File: config.mk
export PLATFORM = sky130hd
export DESIGN_NAME = sector_lock_array
export DESIGN_NICKNAME = d
export VERILOG_FILES = /design/src/rtl/lock_pkg.sv /design/src/rtl/lock_ctrl.sv /design/src/rtl/lock_store.sv /design/src/rtl/sector_lock_array.sv
export SDC_FILE = /design/constraint.sdc
export NUM_CORES = 1
export LEC_CHECK = 0
export ABC_AREA = 0
export BUFFER_PORTS_ARGS = -buffer_cell sky130_fd_sc_hd__buf_4
export CORE_ASPECT_RATIO = 1.4
export CORE_MARGIN = 5
export CORE_UTILIZATION = 51
export DETAILED_ROUTE_END_ITERATION = 12
export PLACE_DENSITY = 0.68
export SYNTH_ARGS = -nofsm -noshare
export SYNTH_HDL_FRONTEND = slang
export SYNTH_HIERARCHICAL = 1
export SYNTH_SLANG_ARGS = --single-unit
File: constraint.sdc
create_clock -name clk -period 5.1 [get_ports clk]
set_input_delay 0.51 -clock clk [delete_from_list [all_inputs] [get_ports clk]]
set_output_delay 0.51 -clock clk [all_outputs]
set_load 0.05 [all_outputs]
File: src/rtl/lock_pkg.sv
package lock_pkg;
  localparam int WL_BIT = 0;
  localparam int LD_BIT = 1;

  // control-to-datapath strobes
  typedef struct packed {
    logic wrEn;
    logic newWl;
    logic newLd;
  } lockStb_t;
endpackage

File: src/rtl/lock_ctrl.sv
module lock_ctrl
  import lock_pkg::*;
(
  input  logic     clk,
  input  logic     rstN,
  input  logic     wrStrobe,
  input  logic     welIn,
  input  logic     dataWl,
  input  logic     dataLd,
  input  logic     selLd,
  output lockStb_t stb,
  output logic     welClr
);
  logic attempt;
  assign attempt = wrStrobe & welIn;

  always_comb begin
    stb.wrEn  = attempt & ~selLd;
    stb.newWl = dataWl;
    stb.newLd = dataLd;
  end

  always_ff @(posedge clk or negedge rstN) begin
    if (!rstN) welClr <= 1'b0;
    else       welClr <= attempt;
  end
endmodule

File: src/rtl/lock_store.sv
module lock_store
  import lock_pkg::*;
#(
  parameter int SECT_W = 8,
  parameter int DATA_W = 8,
  localparam int NUM_SECT = 1 << SECT_W
) (
  input  logic                clk,
  input  logic                rstN,
  input  lockStb_t            stb,
  input  logic [SECT_W-1:0]   accSect,
  input  logic [SECT_W-1:0]   chkSect,
  input  logic                chkBulk,
  input  logic                extProtect,
  output logic                selLd,
  output logic [DATA_W-1:0]   rdData,
  output logic                blocked,
  output logic [NUM_SECT-1:0] wlVec,
  output logic [NUM_SECT-1:0] ldVec
);
  logic [NUM_SECT-1:0] hit;

  for (genvar s = 0; s < NUM_SECT; s++) begin : g_dec
    assign hit[s] = stb.wrEn && (accSect == SECT_W'(s));
  end

  always_ff @(posedge clk or negedge rstN) begin
    if (!rstN) begin
      wlVec <= '0;
      ldVec <= '0;
    end else begin
      for (int s = 0; s < NUM_SECT; s++) begin
        if (hit[s]) begin
          wlVec[s] <= stb.newWl;
          ldVec[s] <= stb.newLd;
        end
      end
    end
  end

  assign selLd = ldVec[accSect];

  always_comb begin
    rdData         = '0;
    rdData[WL_BIT] = wlVec[accSect];
    rdData[LD_BIT] = ldVec[accSect];
  end

  assign blocked = extProtect | (chkBulk ? (|wlVec) : wlVec[chkSect]);
endmodule

File: src/rtl/sector_lock_array.sv
module sector_lock_array
  import lock_pkg::*;
#(
  parameter int ADDR_W   = 24,
  parameter int SECT_LSB = 16,
  parameter int DATA_W   = 8,
  localparam int SECT_W   = ADDR_W - SECT_LSB,
  localparam int NUM_SECT = 1 << SECT_W
) (
  input  logic              clk,
  input  logic              rstN,
  input  logic [ADDR_W-1:0] accAddr,
  input  logic              wrStrobe,
  input  logic [DATA_W-1:0] wrData,
  input  logic              welIn,
  output logic              welClr,
  output logic [DATA_W-1:0] rdData,
  input  logic [ADDR_W-1:0] chkAddr,
  input  logic              chkBulk,
  input  logic              extProtect,
  output logic              blocked
);
  lockStb_t            stb;
  logic                selLd;
  logic [NUM_SECT-1:0] wlVec;
  logic [NUM_SECT-1:0] ldVec;
  logic                unusedBits;

  assign unusedBits = ^{accAddr[SECT_LSB-1:0], chkAddr[SECT_LSB-1:0],
                        wrData[DATA_W-1:LD_BIT+1]};

  lock_ctrl u_ctrl (
    .clk(clk), .rstN(rstN), .wrStrobe(wrStrobe), .welIn(welIn),
    .dataWl(wrData[WL_BIT]), .dataLd(wrData[LD_BIT]),
    .selLd(selLd), .stb(stb), .welClr(welClr)
  );

  lock_store #(.SECT_W(SECT_W), .DATA_W(DATA_W)) u_store (
    .clk(clk), .rstN(rstN), .stb(stb),
    .accSect(accAddr[ADDR_W-1:SECT_LSB]),
    .chkSect(chkAddr[ADDR_W-1:SECT_LSB]),
    .chkBulk(chkBulk), .extProtect(extProtect),
    .selLd(selLd), .rdData(rdData), .blocked(blocked),
    .wlVec(wlVec), .ldVec(ldVec)
  );
endmodule

==> run metrics, run 1 <==
status=complete, but fails checks; violations in the final reports=negative hold slack; first-pass GRT wire length=128 mm; proportion of register bits with asynchronous set or reset after synthesis=100%; Layout Nets=2153; Largest stage delay, worst path=0.47 ns; first-pass detailed-route iteration total=5; Static Leakage=13.8 nW; initial drt markers=2237; area leader, netlist=dfrtp_1; Core Footprint=0.0532 mm²; highest-count cells in the layout ignoring fill and taps=mux2_2, dfrtp_1, nor2_1, mux4_2, nand2_1; largest fanout on the critical path=10; initial standard-cell utilization of the core=51.4%; Worst Setup Path Type=reg -> reg; worst hold slack across all endpoints=-0.0457 ns; clock input transition at the sequential cells of the worst setup and hold paths=0.06 ns; H-Tree Level Count=2; achievable clock frequency=226 MHz; sequential area share after synthesis=47.0%; number of different library cells in the post-synthesis netlist=55; Critical Path Sink Type=flip-flop; total count of hold-check failures in the final report=13; slew margin rel.=17.9%; leading register cell type out of synthesis=dfrtp_1; slowest stage cell on the critical path=nor3b_1; insertion delay of the later-clocked pin in the worst-skew pair=0.58 ns; worst min path class=in -> async; number of storage elements in the synthesis netlist=513; half-perimeter wire length after detailed placement=58.0 mm; met2 Usage GRT=47.1%; aggregate routed wire length=85.2 mm; final critical-path required period=4.42 ns; buffer type at the clock tree root=clkbuf_16; leftover overflow at the end of global routing=0; final standard cell area without fillers=0.0303 mm²; number of gates given a new drive strength after cts=0; multi-input logic area=0.0137 mm²; Post-DRT Antenna Nets=0; clock net sink count=513; post-place instance area=0.0287 mm²; skew final=0.0194 ns; number of top-level design ports=72; Critical Path Start Type=flip-flop; # fillers=4273; DRC errors left=0; leading cell type in the layout, fill and taps excluded=mux2_2; Worst EP arrival=4.86 ns; Max IR drop VDD=0.214 mV; worst-margin pin slew=1.23 ns; share of final-layout standard cells stronger than drive strength 1=42.5%; GR Util met1=36.5%; maxcap violations=0; fraction of met3 tracks used by global routing=5.03%; CP Cell Sequence=mux4_2 > o2bb2ai_1 > a2111oi_0 > buf_4 > a2111oi_0 > nand4_1 > a31oi_1 > nand4_1 > and3b_1 > nor3b_1 > nand2_1 > buf_12 > nor2_1 > mux2_2; Final GP Congestion=0.995; P&R area growth vs syn=11.0%; post-synthesis instance area=0.0273 mm²; Chip Height=284 µm; total number of yosys warnings=6; number of vias per cell after detailed routing=6.78; hold buffer count at CTS=0; total die area=0.0584 mm²; required time at the endpoint of the critical path=5.55 ns; fraction of post-synthesis cell area in the top cell type by area=47.0%; number of enable-type register cells in the synthesized netlist=0; number of endpoints failing setup at the final stage=0; Max Buffers Root-to-Sink=3; number of antenna violations at the first check in global routing=0; number of buffers inserted by post-CTS setup repair=0; post-synthesis average cell area=13.2 µm²; Sum Neg Setup Slack=0 ns; portion of the clock cycle consumed by the worst path in the final layout=86.6%; largest net degree at the start of global routing=160; average wire per standard cell=30.0 µm; TritonCTS clock tree=done; RSZ-0062 raised after global routing=false; number of buffers inserted during clock tree synthesis=48; die span in x=206 µm; highest-utilization routing layer at the global route stage=met2; area occupied by registers=0.0128 mm²; top area cells in the synthesized netlist=dfrtp_1, mux2_2, mux4_2; post-synthesis cell count=2077; number of global-route vias before repair=19900; Buffers on Ports=27; ratio of total power to cell area=291 mW/mm²; total global-route track usage=29.0%; Worst R2R Path Depth=14; Vias=19300; Cell Rows=100; Final Max Slew Viols=0
==> power breakdown <==
part	switching [mW]	internal, mW
sequential	0.0847	4.17
clock	1.58	2.12
combinational	0.552	0.321
total	2.21	6.61
==> kinds of logic after synthesis <==
| kind of cell | count (synthesis) | share of synthesized area [%] |
|---|---|---|
| simple gates | 510 | 8.65 |
| mux | 750 | 38.0 |
| buf+inv | 178 | 3.18 |
| compound gates | 125 | 3.19 |
| flops | 513 | 47.0 |
| other cells | 1 | 0.0137 |
==> Yosys cell counts, drive strengths merged (16+ instances only) <==
library cell / count
nand4: 23
mux2i: 55
mux2: 517
nand3: 20
clkbuf: 98
nor4: 70
a21oi: 29
a22oi: 26
mux4: 178
dfrtp: 513
nand2: 144
buf: 72
nor2: 185
nor3: 16
==> flip-flops by register name (all words and copies together), names as in the netlist <==
| signal | cells |
|---|---|
| u_ctrl/welClr | 1 |
| u_store/ldVec | 256 |
| u_store/wlVec | 256 |
==> through the flow <==
stage          setup slack (ns)  std cells  total power [mW]  hold WS [ns]  utilization [%]
2_1_floorplan             0.982       2082              4.81         0.214                -
4_1_cts                   0.781       2841              8.87       0.00859             57.0
5_1_grt                   0.530       2841              9.09        0.0405             57.0
3_3_place_gp              0.231       2755              5.17         0.483             54.0
6_report                  0.684       2842              8.82       -0.0457             57.0
3_5_place_dp              0.228       2755              5.18         0.487             54.0
==> per-layer routing <==
| metal | wire, µm | part of all wire (%) |
|---|---|---|
| met1 | 30800 | 36 |
| met2 | 41500 | 49 |
| met3 | 6750 | 7.9 |
| met4 | 6170 | 7.2 |
| met5 | 0 | 0 |
==> path summary, 6_finish.rpt <==
path,slack [ns],to,startpoint
worst max-delay path,0.68,u_store/ldVec[117],u_store/ldVec[26]
worst min-delay path,-0.05,u_store/ldVec[215],rstN
worst max register to register,0.68,u_store/ldVec[117],u_store/ldVec[26]
worst min register to register,0.50,u_store/ldVec[216],u_store/ldVec[216]
max in group asynchronous,3.75,u_store/ldVec[94],rstN
min in group clk,0.17,u_ctrl/welClr,welIn
==> worst max-delay path, delay by kind of cell (launching register included) <==
| kind | cells | cell delay, ns |
|---|---|---|
| simple gates | 6 | 1.67 |
| compound gates | 4 | 0.96 |
| mux | 2 | 0.84 |
| buf+inv | 2 | 0.42 |
| flops | 1 | 0.38 |
==> layout make-up <==
cell class              instances  share of cell area, %
inverters                       8                 0.0990
diodes                          1                0.00825
multi-input cells            1391                   45.0
well taps                     714                   2.95
repair buffers                129                   4.31
flip-flops and latches        513                   42.3
clock buffers                  69                   4.65
clock inverters                17                  0.623
No activity file was read; power rests on OpenSTA's default activity.
==> run 2, diff against run 1 <==
--- a/config.mk
+++ b/config.mk
@@ -7,11 +7,13 @@
 export LEC_CHECK = 0
 export ABC_AREA = 0
 export BUFFER_PORTS_ARGS = -buffer_cell sky130_fd_sc_hd__buf_4
+export CELL_PAD_IN_SITES_DETAIL_PLACEMENT = 1
+export CELL_PAD_IN_SITES_GLOBAL_PLACEMENT = 2
 export CORE_ASPECT_RATIO = 1.4
 export CORE_MARGIN = 5
-export CORE_UTILIZATION = 51
+export CORE_UTILIZATION = 45
 export DETAILED_ROUTE_END_ITERATION = 12
-export PLACE_DENSITY = 0.68
+export PLACE_DENSITY = 0.81
 export SYNTH_ARGS = -nofsm -noshare
 export SYNTH_HDL_FRONTEND = slang
 export SYNTH_HIERARCHICAL = 1
==> run 2 against run 1 <==
Against the previous run: register-to-register slack got worse by 0.04 ns; cell count increased by 4.0%; fmax fell by 2.6%; hold slack improved by 0.073 ns; combinational power is 2% higher; final area rose by 1.0%; flip-flop and latch count did not move; the flow now finishes without violations; critical path type is now in -> reg; highest routed layer unchanged; sequential share of layout area fell by 0.43 points; largest cell class unchanged; global-route usage down 0.50 points; non-clock buffer count grew 5.
==> run metrics, run 2 (synthesis gave the netlist of run 1 again) <==
status=finished clean; Final GP Congestion=0.927; highest-utilization routing layer at the global route stage=met2; Worst Setup Path Type=in -> reg; ratio of total power to cell area=296 mW/mm²; total placed cells including tap cells=2863; total die area=0.0658 mm²; TritonCTS clock tree=done; flop2flop setup slack=0.64 ns; half-perimeter wire length after detailed placement=64.7 mm; worst min path class=in -> async; clock net sink count=513; average wire per standard cell=31.7 µm; worst-margin pin slew=1.38 ns; initial standard-cell utilization of the core=45.2%; area occupied by registers=0.0128 mm²; multi-input logic area=0.0137 mm²; Buffers on Ports=27; number of vias per cell after detailed routing=6.47; final standard cell area without fillers=0.0306 mm²; largest fanout on the critical path=22; post-place instance area=0.0289 mm²; slew margin rel.=7.07%; Core Footprint=0.0605 mm²; met2 Usage GRT=49.1%; portion of the clock cycle consumed by the worst path in the final layout=88.9%; maxcap violations=0; number of endpoints failing setup at the final stage=0; total global-route track usage=28.5%; number of top-level design ports=72; total count of hold-check failures in the final report=0; Chip Height=302 µm; GR Util met1=35.4%; share of final-layout standard cells stronger than drive strength 1=42.7%; DRC errors left=0; required time at the endpoint of the critical path=5.59 ns; leading cell type in the layout, fill and taps excluded=mux2_2; insertion delay of the later-clocked pin in the worst-skew pair=0.60 ns; Layout Nets=2162; Vias=19100; number of antenna violations at the first check in global routing=0; achievable clock frequency=221 MHz; RSZ-0062 raised after global routing=false; leftover overflow at the end of global routing=0; DP Worst Slack=0.0931 ns; core occupancy in the finished layout=50.6%; origin of the worst setup path=accAddr[17]; Critical Path Sink Type=flip-flop; H-Tree Level Count=2; number of buffers inserted by post-CTS setup repair=0; largest net degree at the start of global routing=180; number of buffers inserted during clock tree synthesis=52; worst flop-to-flop path startpoint=u_store/ldVec[43]; Static Leakage=13.8 nW; initial drt markers=1569; worst hold slack across all endpoints=0.0277 ns; number of gates given a new drive strength after cts=0; P&R area growth vs syn=12.1%; die span in x=218 µm; biggest registers after layout=u_store/ldVec x256, u_store/wlVec x256, u_ctrl/welClr x1; aggregate routed wire length=93.6 mm; first-pass detailed-route iteration total=5; first-pass GRT wire length=140 mm; clock input transition at the sequential cells of the worst setup and hold paths=0.06 ns; Sum Neg Setup Slack=0 ns; skew final=0.0229 ns; final cell count without fillers=2956; post-layout worst setup margin=0.565 ns; Max Buffers Root-to-Sink=3; final critical-path required period=4.54 ns; # fillers=6017; Max IR drop VDD=0.232 mV; Post-DRT Antenna Nets=0; Critical Path Start Type=input pin; Final Max Slew Viols=0; Cell Rows=107; buffer type at the clock tree root=clkbuf_16; Worst EP arrival=5.02 ns; number of global-route vias before repair=20800; highest-count cells in the layout ignoring fill and taps=mux2_2, dfrtp_1, nor2_1, mux4_2, nand2_1; hold buffer count at CTS=0; Power, Total=9.07 mW; fraction of met3 tracks used by global routing=4.29%
==> run 2: cell types whose count changed in the layout (fill, tap and decap cells not counted), sizes merged <==
cell and change:
buf +5, clkbuf +7, clkinv -5, clkinvlp +4
==> run 2: final cells by class <==
cell class | instances | share of cell area (%)
Antenna cell | 1 | 0.00817
Clock buffer | 76 | 4.97
Clock inverter | 16 | 0.633
Inverter | 8 | 0.0980
Multi-Input combinational cell | 1391 | 44.6
Sequential cell | 513 | 41.9
Tap cell | 817 | 3.34
Timing Repair Buffer | 134 | 4.47
==> run 2: power breakdown <==
part           switching, mW  internal (mW)
registers             0.0890           4.17
clock network           1.66           2.26
logic                  0.568          0.325
==> run 2: critical path, cell delays in order <==
cell and delay [ns]:
buf_6 0.30, buf_4 0.37, mux4_2 0.56, mux2i_1 0.26, o32a_1 0.28, nand4_1 0.19, a31oi_1 0.19, nand4_1 0.30
and3b_1 0.50, nor3b_1 0.28, buf_4 0.20, nand2_1 0.15, buf_12 0.26, nor2_1 0.23, mux2_2 0.37
==> run 2: worst paths after layout <==
check                                     end  cells past startpoint
min in group clk                u_ctrl/welClr                      2
setup / recovery           u_store/wlVec[165]                     15
hold / removal               u_store/ldVec[4]                      1
max in group asynchronous  u_store/wlVec[197]                      2
setup reg to reg           u_store/wlVec[165]                     12
hold reg to reg             u_store/ldVec[46]                      1
==> run 2: metal layers <==
| metal | wire [µm] | up-vias | part of all wire [%] |
|---|---|---|---|
| li1 | - | 7867 | - |
| met1 | 35100 | 10300 | 37 |
| met2 | 47500 | 733 | 51 |
| met3 | 5730 | 250 | 6.1 |
| met4 | 5320 | 0 | 5.7 |
| met5 | 0 | - | 0 |
